File: src/rtl/gpo_pkg.sv
package gpo_pkg;

    localparam int unsigned PORT_W = 32;
    localparam int unsigned ADDR_W = 6;

    localparam logic [ADDR_W-1:0] OFF_DATA = 6'h00;
    localparam logic [ADDR_W-1:0] OFF_SET  = 6'h04;
    localparam logic [ADDR_W-1:0] OFF_CLR  = 6'h08;
    localparam logic [ADDR_W-1:0] OFF_TGL  = 6'h0C;

    typedef logic [PORT_W-1:0] port_vec_t;

    typedef enum logic [2:0] {
        OP_IDLE,
        OP_LOAD,
        OP_SET,
        OP_CLR,
        OP_TGL
    } wr_op_e;

    typedef struct packed {
        wr_op_e op;
        logic   rd_data;
        logic   rd_alias;
    } dec_t;

    function automatic port_vec_t apply_op(wr_op_e op, port_vec_t cur,
                                           port_vec_t wd, port_vec_t impl);
        port_vec_t nxt;
        case (op)
            OP_LOAD: nxt = wd;
            OP_SET:  nxt = cur | wd;
            OP_CLR:  nxt = cur & ~wd;
            OP_TGL:  nxt = cur ^ wd;
            default: nxt = cur;
        endcase
        return nxt & impl;
    endfunction

endpackage

File: src/rtl/gpo_addr_dec.sv
module gpo_addr_dec
    import gpo_pkg::*;
(
    input  logic [ADDR_W-1:0] addr,
    input  logic              wr,
    input  logic              rd,
    output dec_t              dec
);
    always_comb begin
        dec = '{op: OP_IDLE, rd_data: 1'b0, rd_alias: 1'b0};
        if (wr) begin
            case (addr)
                OFF_DATA: dec.op = OP_LOAD;
                OFF_SET:  dec.op = OP_SET;
                OFF_CLR:  dec.op = OP_CLR;
                OFF_TGL:  dec.op = OP_TGL;
                default:  dec.op = OP_IDLE;
            endcase
        end
        if (rd) begin
            dec.rd_data  = (addr == OFF_DATA);
            dec.rd_alias = (addr == OFF_SET) || (addr == OFF_CLR) ||
                           (addr == OFF_TGL);
        end
    end
endmodule

File: src/rtl/gpo_data_reg.sv
module gpo_data_reg
    import gpo_pkg::*;
#(
    parameter port_vec_t IMPL_MASK = 32'h3FFF_FFFF
) (
    input  logic      clk,
    input  logic      rst,
    input  wr_op_e    op,
    input  port_vec_t wdata,
    output port_vec_t data_q
);
    always_ff @(posedge clk) begin
        if (rst) data_q <= '0;
        else     data_q <= apply_op(op, data_q, wdata, IMPL_MASK);
    end

    p_reset_zero_r1: assert property (@(posedge clk)
        rst |=> (data_q == '0));

    p_set_no_clear_r3: assert property (@(posedge clk) disable iff (rst)
        (op == OP_SET) |=> ((data_q & $past(data_q)) == $past(data_q)));

    p_clr_no_set_r4: assert property (@(posedge clk) disable iff (rst)
        (op == OP_CLR) |=> ((data_q & ~$past(data_q)) == '0));

    p_tgl_zero_noop_r5: assert property (@(posedge clk) disable iff (rst)
        (op == OP_TGL && wdata == '0) |=> $stable(data_q));

    p_absent_bits_r7: assert property (@(posedge clk) disable iff (rst)
        (data_q & ~IMPL_MASK) == '0);

    p_idle_hold_r9: assert property (@(posedge clk) disable iff (rst)
        (op == OP_IDLE) |=> $stable(data_q));
endmodule

File: src/rtl/gpo_pin_stage.sv
module gpo_pin_stage
    import gpo_pkg::*;
#(
    parameter port_vec_t IMPL_MASK = 32'h3FFF_FFFF
) (
    input  logic      clk,
    input  logic      rst,
    input  port_vec_t data,
    input  port_vec_t cfg,
    output port_vec_t pin_out,
    output port_vec_t pin_oe
);
    for (genvar n = 0; n < PORT_W; n++) begin : g_pin
        if (IMPL_MASK[n]) begin : g_impl
            assign pin_oe[n]  = cfg[n];
            assign pin_out[n] = cfg[n] & data[n];
        end else begin : g_absent
            assign pin_oe[n]  = 1'b0;
            assign pin_out[n] = 1'b0;
        end
    end

    p_off_low_r8: assert property (@(posedge clk) disable iff (rst)
        ((pin_out & ~pin_oe) == '0));

    p_absent_quiet_r7: assert property (@(posedge clk) disable iff (rst)
        (((pin_out | pin_oe) & ~IMPL_MASK) == '0));
endmodule

File: src/rtl/gpo_port.sv
module gpo_port
    import gpo_pkg::*;
#(
    parameter port_vec_t IMPL_MASK = 32'h3FFF_FFFF
) (
    input  logic              clk,
    input  logic              rst,
    input  logic [ADDR_W-1:0] bus_addr,
    input  logic              bus_wr,
    input  logic [PORT_W-1:0] bus_wdata,
    input  logic              bus_rd,
    output logic [PORT_W-1:0] bus_rdata,
    input  logic [PORT_W-1:0] out_cfg,
    output logic [PORT_W-1:0] pin_out,
    output logic [PORT_W-1:0] pin_oe
);
    dec_t      dec;
    port_vec_t data_q;
    port_vec_t rdata_q;

    gpo_addr_dec i_dec (
        .addr (bus_addr),
        .wr   (bus_wr),
        .rd   (bus_rd),
        .dec  (dec)
    );

    gpo_data_reg #(.IMPL_MASK(IMPL_MASK)) i_reg (
        .clk    (clk),
        .rst    (rst),
        .op     (dec.op),
        .wdata  (bus_wdata),
        .data_q (data_q)
    );

    gpo_pin_stage #(.IMPL_MASK(IMPL_MASK)) i_pins (
        .clk     (clk),
        .rst     (rst),
        .data    (data_q),
        .cfg     (out_cfg),
        .pin_out (pin_out),
        .pin_oe  (pin_oe)
    );

    // Read returns the pre-write value when a read and write share a cycle.
    always_ff @(posedge clk) begin
        if (rst)              rdata_q <= '0;
        else if (dec.rd_data) rdata_q <= data_q;
        else                  rdata_q <= '0;
    end

    assign bus_rdata = rdata_q;

    p_alias_read_zero_r6: assert property (@(posedge clk) disable iff (rst)
        dec.rd_alias |=> (bus_rdata == '0));

    p_no_read_zero_r10: assert property (@(posedge clk) disable iff (rst)
        !bus_rd |=> (bus_rdata == '0));
endmodule

File: config.mk
export PLATFORM = sky130hd
export DESIGN_NAME = gpo_port
export DESIGN_NICKNAME = d
export VERILOG_FILES = /design/src/rtl/gpo_pkg.sv /design/src/rtl/gpo_addr_dec.sv /design/src/rtl/gpo_data_reg.sv /design/src/rtl/gpo_pin_stage.sv /design/src/rtl/gpo_port.sv
export SDC_FILE = /design/constraint.sdc
export NUM_CORES = 1
export LEC_CHECK = 0
export ABC_AREA = 1
export BUFFER_PORTS_ARGS = -buffer_cell sky130_fd_sc_hd__buf_2
export CORE_UTILIZATION = 35
export DETAILED_ROUTE_END_ITERATION = 8
export PLACE_DENSITY_LB_ADDON = 0.08
export SLEW_MARGIN = 10
export SYNTH_ARGS = -nofsm -noshare
export SYNTH_HDL_FRONTEND = slang
export SYNTH_HIERARCHICAL = 1
export SYNTH_SLANG_ARGS = --single-unit
File: constraint.sdc
create_clock -name clk -period 1.4 [get_ports clk]
set_clock_uncertainty 0.15 [all_clocks]
set_input_delay 0.07 -clock clk [delete_from_list [all_inputs] [get_ports clk]]
set_output_delay 0.07 -clock clk [all_outputs]
set_load 0.02 [all_outputs]
## Word-level counts from Yosys, hierarchy flattened

Cells that the tools add are included.

- Register bits: 60
- Output and inout port bits: 96
- Word-level logic and storage cells: 53

- Bitwise logic cells: 35
- Mux-type cells: 4
- Reduce and logical (&&, ||, !) cells: 5
- Eq/ne operators: 7

Operators by type and width:

| operator | number |
|---|---|
| case mux 30 bit (4 select lines) | 1 |
| AND 1 bit | 30 |
| AND 30 bit | 1 |
| inverter 30 bit | 1 |
| OR 30 bit | 1 |
| XOR 30 bit | 1 |
| == test 6 x 4 -> 1 bit (second input constant) | 2 |
| case mux 3 bit (4 select lines) | 1 |
| == test 3 x 2 -> 1 bit (second input constant) | 2 |
| == test 6 x 3 -> 1 bit (second input constant) | 1 |
| zero test 6 bit | 1 |
| nonzero test 4 bit | 1 |
| == test 3 x 1 -> 1 bit (second input constant) | 1 |
| == test 3 bit (second input constant) | 1 |
| two-way mux 3 bit | 1 |
| logical OR 1 bit | 2 |
| two-way mux 2 bit | 1 |
| OR reduction 2 bit | 1 |
| inverter 1 bit | 1 |

## Depth between registers and ports, before layout

- Depth in word-level cells: 6
- Gate-level depth with buffers: 13
- Gate-level depth less buffers: 11

## Modules after synthesis

The synthesis kept the hierarchy.

Modules (own cells, without submodules):

| module | area each (µm²) | seq. area each (µm²) | instances | cells an instance |
|---|---|---|---|---|
| gpo_data_reg | 3300.7 | 600.6 | 1 | 500 |
| gpo_port | 999.7 | 640.6 | 1 | 101 |
| gpo_pin_stage | 484.2 | 0.0 | 1 | 95 |
| gpo_addr_dec | 72.6 | 0.0 | 1 | 16 |

## Worst setup path before layout

Ideal clock, no wire load.

- Kind: input -> register
- From: in bus_addr[1]
- To: reg i_reg.data_q[0]
- Setup time: 0.109 ns
- Data required time: 1.141 ns
- Setup slack: 0.043 ns
- Stages: 12
- Arrival: 1.098 ns
- Path through: nor2_2 -> nand3_2 -> nor2_1 -> buf_4 -> nor2_4 -> nand2_2 -> nand2_4 -> buf_6 -> o21ai_1 -> inv_1 -> nand2_1 -> inv_1

RTL lines:

| element | line | source |
|---|---|---|
| start: declaration | gpo_port.sv:8 | `input logic [ADDR_W-1:0] bus_addr,` |
| end signal: assignment | gpo_data_reg.sv:14 | `else data_q <= apply_op(op, data_q, wdata, IMPL_MASK);` |
| end: declaration | gpo_data_reg.sv:10 | `output port_vec_t data_q` |

## Worst setup path after layout

- From: reg i_reg.data_q[0]
- To: out pin_out[0]

- Longest elaborated chain between the ends: 1

Ends and longest elaborated chain:

| element | line | source |
|---|---|---|
| AND 1 bit | gpo_pin_stage.sv:16 | `assign pin_out[n] = cfg[n] & data[n];` |
| end: declaration | gpo_port.sv:14 | `output logic [PORT_W-1:0] pin_out,` |

Every way passes these cells.

==> key figures <==
Floorplan
  – Die height: 119.7 um
  – Rows: 42
  – Die ar.: 0.01433 mm2
  – Starting density of the core: 0.3619
  – Die width: 119.7 um
  – Area of the core: 0.01340 mm2
  – Top-level I/O count: 170

Clocking
  – CTS Buffer Depth: 2
  – Clock H-tree levels: 3
  – TritonCTS Buffers: 9
  – CTS Root Buffer Type: clkbuf_16
  – Clock Pin Slew Worst Setup and Hold Paths: approximately 50 ps
  – Sink Count: 62
  – Worst-skew pair later-pin latency: 340 ps
  – CTS tree: yes

Drt
  – DRC: 0
  – DR vias: about 5000
  – Drt first pass iters: 5
  – Via density: roughly 4.6
  – Initial DRC count: 238
  – DR WL/cell: 12.78 um
  – DRT Wirelength: around 14 mm
  – ANT nets after route: 0

Cells and area
  – Fin area: 0.007015 mm2
  – Fillers: 1319
  – Area Growth Syn to Fin: 44.66%
  – Layout cells sized above 1: 0.3640
  – Nets: about 1000
  – Antenna diodes: 0
  – Final Non-Filler Cells: 1088

Synthesis
  – Post-Syn Area: 0.004850 mm2
  – Post-Syn Area per Cell: about 6.8 um2
  – Synth warn: 6
  – Syn Inst Count: 710

Global routing
  – Vias in the first global route: 4724
  – Initial antenna violation count: 0
  – GRT Residual Overflow: 0
  – Total track usage: 0.1945
  – Largest net degree at the start of global routing: 33
  – First-pass GRT wire length: 22.08 mm

Job
  – Max Cap Viol: 0

Critical path
  – Crit-path max cell delay: 330 ps
  – CP Cell Sequence: buf_6 -> buf_4 -> nand2_1 -> inv_1 -> buf_2
  – WP data arrival: 1160 ps
  – Buffers & Inverters on Critical Path: 4
  – Worst Setup End Kind: output port
  – Crit start category: flip-flop
  – Crit-path max FO: 3
  – Family with the most delay on the worst path: buffers and inverters
  – Crit path required time: ~1200 ps
  – Critical path class: flip-flop to output port
  – Crit-path slowest cell: dfxtp_2

Power and ir drop
  – Pwr per Cell Area: 733.2 mW/mm2
  – IR drop worst, VDD: around 0.47 mV
  – Leak: about 0.004 uW
  – Final Power: 5144 uW

Timing
  – Setup_tns: 0 ps
  – Hold slack final: roughly 83 ps
  – RSZ-0062 raised after global routing: yes
  – Part of the cycle the worst path needs: 0.9836
  – Fmax: slightly above 700 MHz
  – Hold Vio Cnt, Final: 0
  – Final worst path period need: 1377 ps
  – Final setup fails: 0
  – Final Max Tran Viols: 0

Placement
  – DP HPWL: around 9.2 mm
  – Placed Instances: 1028
  – Dpl cell area: 0.005933 mm2
  – GPL Wtd Cong: ~0.74
  – I/O Buffers: 161

Min path
  – Worst Hold Class: input port to flip-flop

Outcome
  – Status: finished, final reports clean
[placed cells by master (no fill, tap or decap), types with 2 or more instances in the layout]
cell / count
inv_1: 153
buf_2: 145
nand2_1: 84
nand3_1: 60
buf_4: 58
ha_1: 54
nand4_1: 50
nor2_1: 48
dfxtp_1: 44
o21ai_1: 36
nor2_2: 34
dlygate4sd3_1: 23
inv_2: 14
clkbuf_16: 13
buf_12: 13
a21oi_1: 10
dfxtp_2: 10
buf_6: 8
nor2_4: 8
dfxtp_4: 8
dlymetal6s4s_1: 7
conb_1: 6
ha_4: 6
o21ai_0: 4
clkbuf_8: 3
bufinv_16: 2
nand3_2: 2
[path summary, 6_finish.rpt]
path,startpoint,end,slack (ps),depth (start not counted)
setup / recovery,i_reg/data_q[0]$_SDFFE_PP0P_,pin_out[0],20,5
hold / removal,rst,i_reg/data_q[29]$_SDFFE_PP0P_,80,5
setup reg to reg,i_reg/data_q[7]$_SDFFE_PP0P_,i_reg/data_q[7]$_SDFFE_PP0P_,60,8
hold reg to reg,i_reg/data_q[29]$_SDFFE_PP0P_,bus_rdata[29]$_SDFF_PP0_,330,2
[state kept, by name (all words and copies together), names as in the netlist]
| name | flops |
|---|---|
| bus_rdata | 32 |
| i_reg/data_q | 30 |
[report_power, final]
group	switching (uW)	internal (uW)
Sequential	24.4	1790
Clock	834	1700
Combinational	427	370
[what timing repair did]
action                                  CTS  global route
hold buffers                             30             0
pin swaps                                 1            32
endpoints found under the setup margin   12            30
gates cloned                              0             5
setup buffers                             0            22
resized for setup                         5            71
endpoints found under the hold margin    30             0
[area by class of cell]
class                   instances  area [um2]  share of cell area
multi-input cells             408        2614              0.3726
repair buffers                258        1929              0.2750
flip-flops and latches         62        1284              0.1830
inverters                     168       633.1             0.09024
clock buffers                  13       270.3             0.03852
well taps                     176       220.2             0.03139
clock inverters                 3       65.06            0.009274
[layer usage]
metal  share of wire  routed length [um]  global-route usage
met5               0                   0                   0
met4           0.021                 292             0.09688
met3           0.053                 743             0.03184
met2            0.48                6635              0.3306
met1            0.45                6232              0.2365
[metrics by stage]
step	util	setup slack, ps
2_1_floorplan	-	42.80
3_3_place_gp	0.4428	-343.8
3_5_place_dp	0.4428	-410.2
4_1_cts	0.4913	2.228
5_1_grt	0.5235	-26.77
6_report	0.5235	22.91
[worst register-to-register path: cells and delay by family, from the launching register on]
family | cells | cell delay [ps]
simple gates | 5 | 390
flops | 1 | 360
fa+ha+maj | 1 | 190
buf+inv | 2 | 160
(Power assumes the default switching activity.)
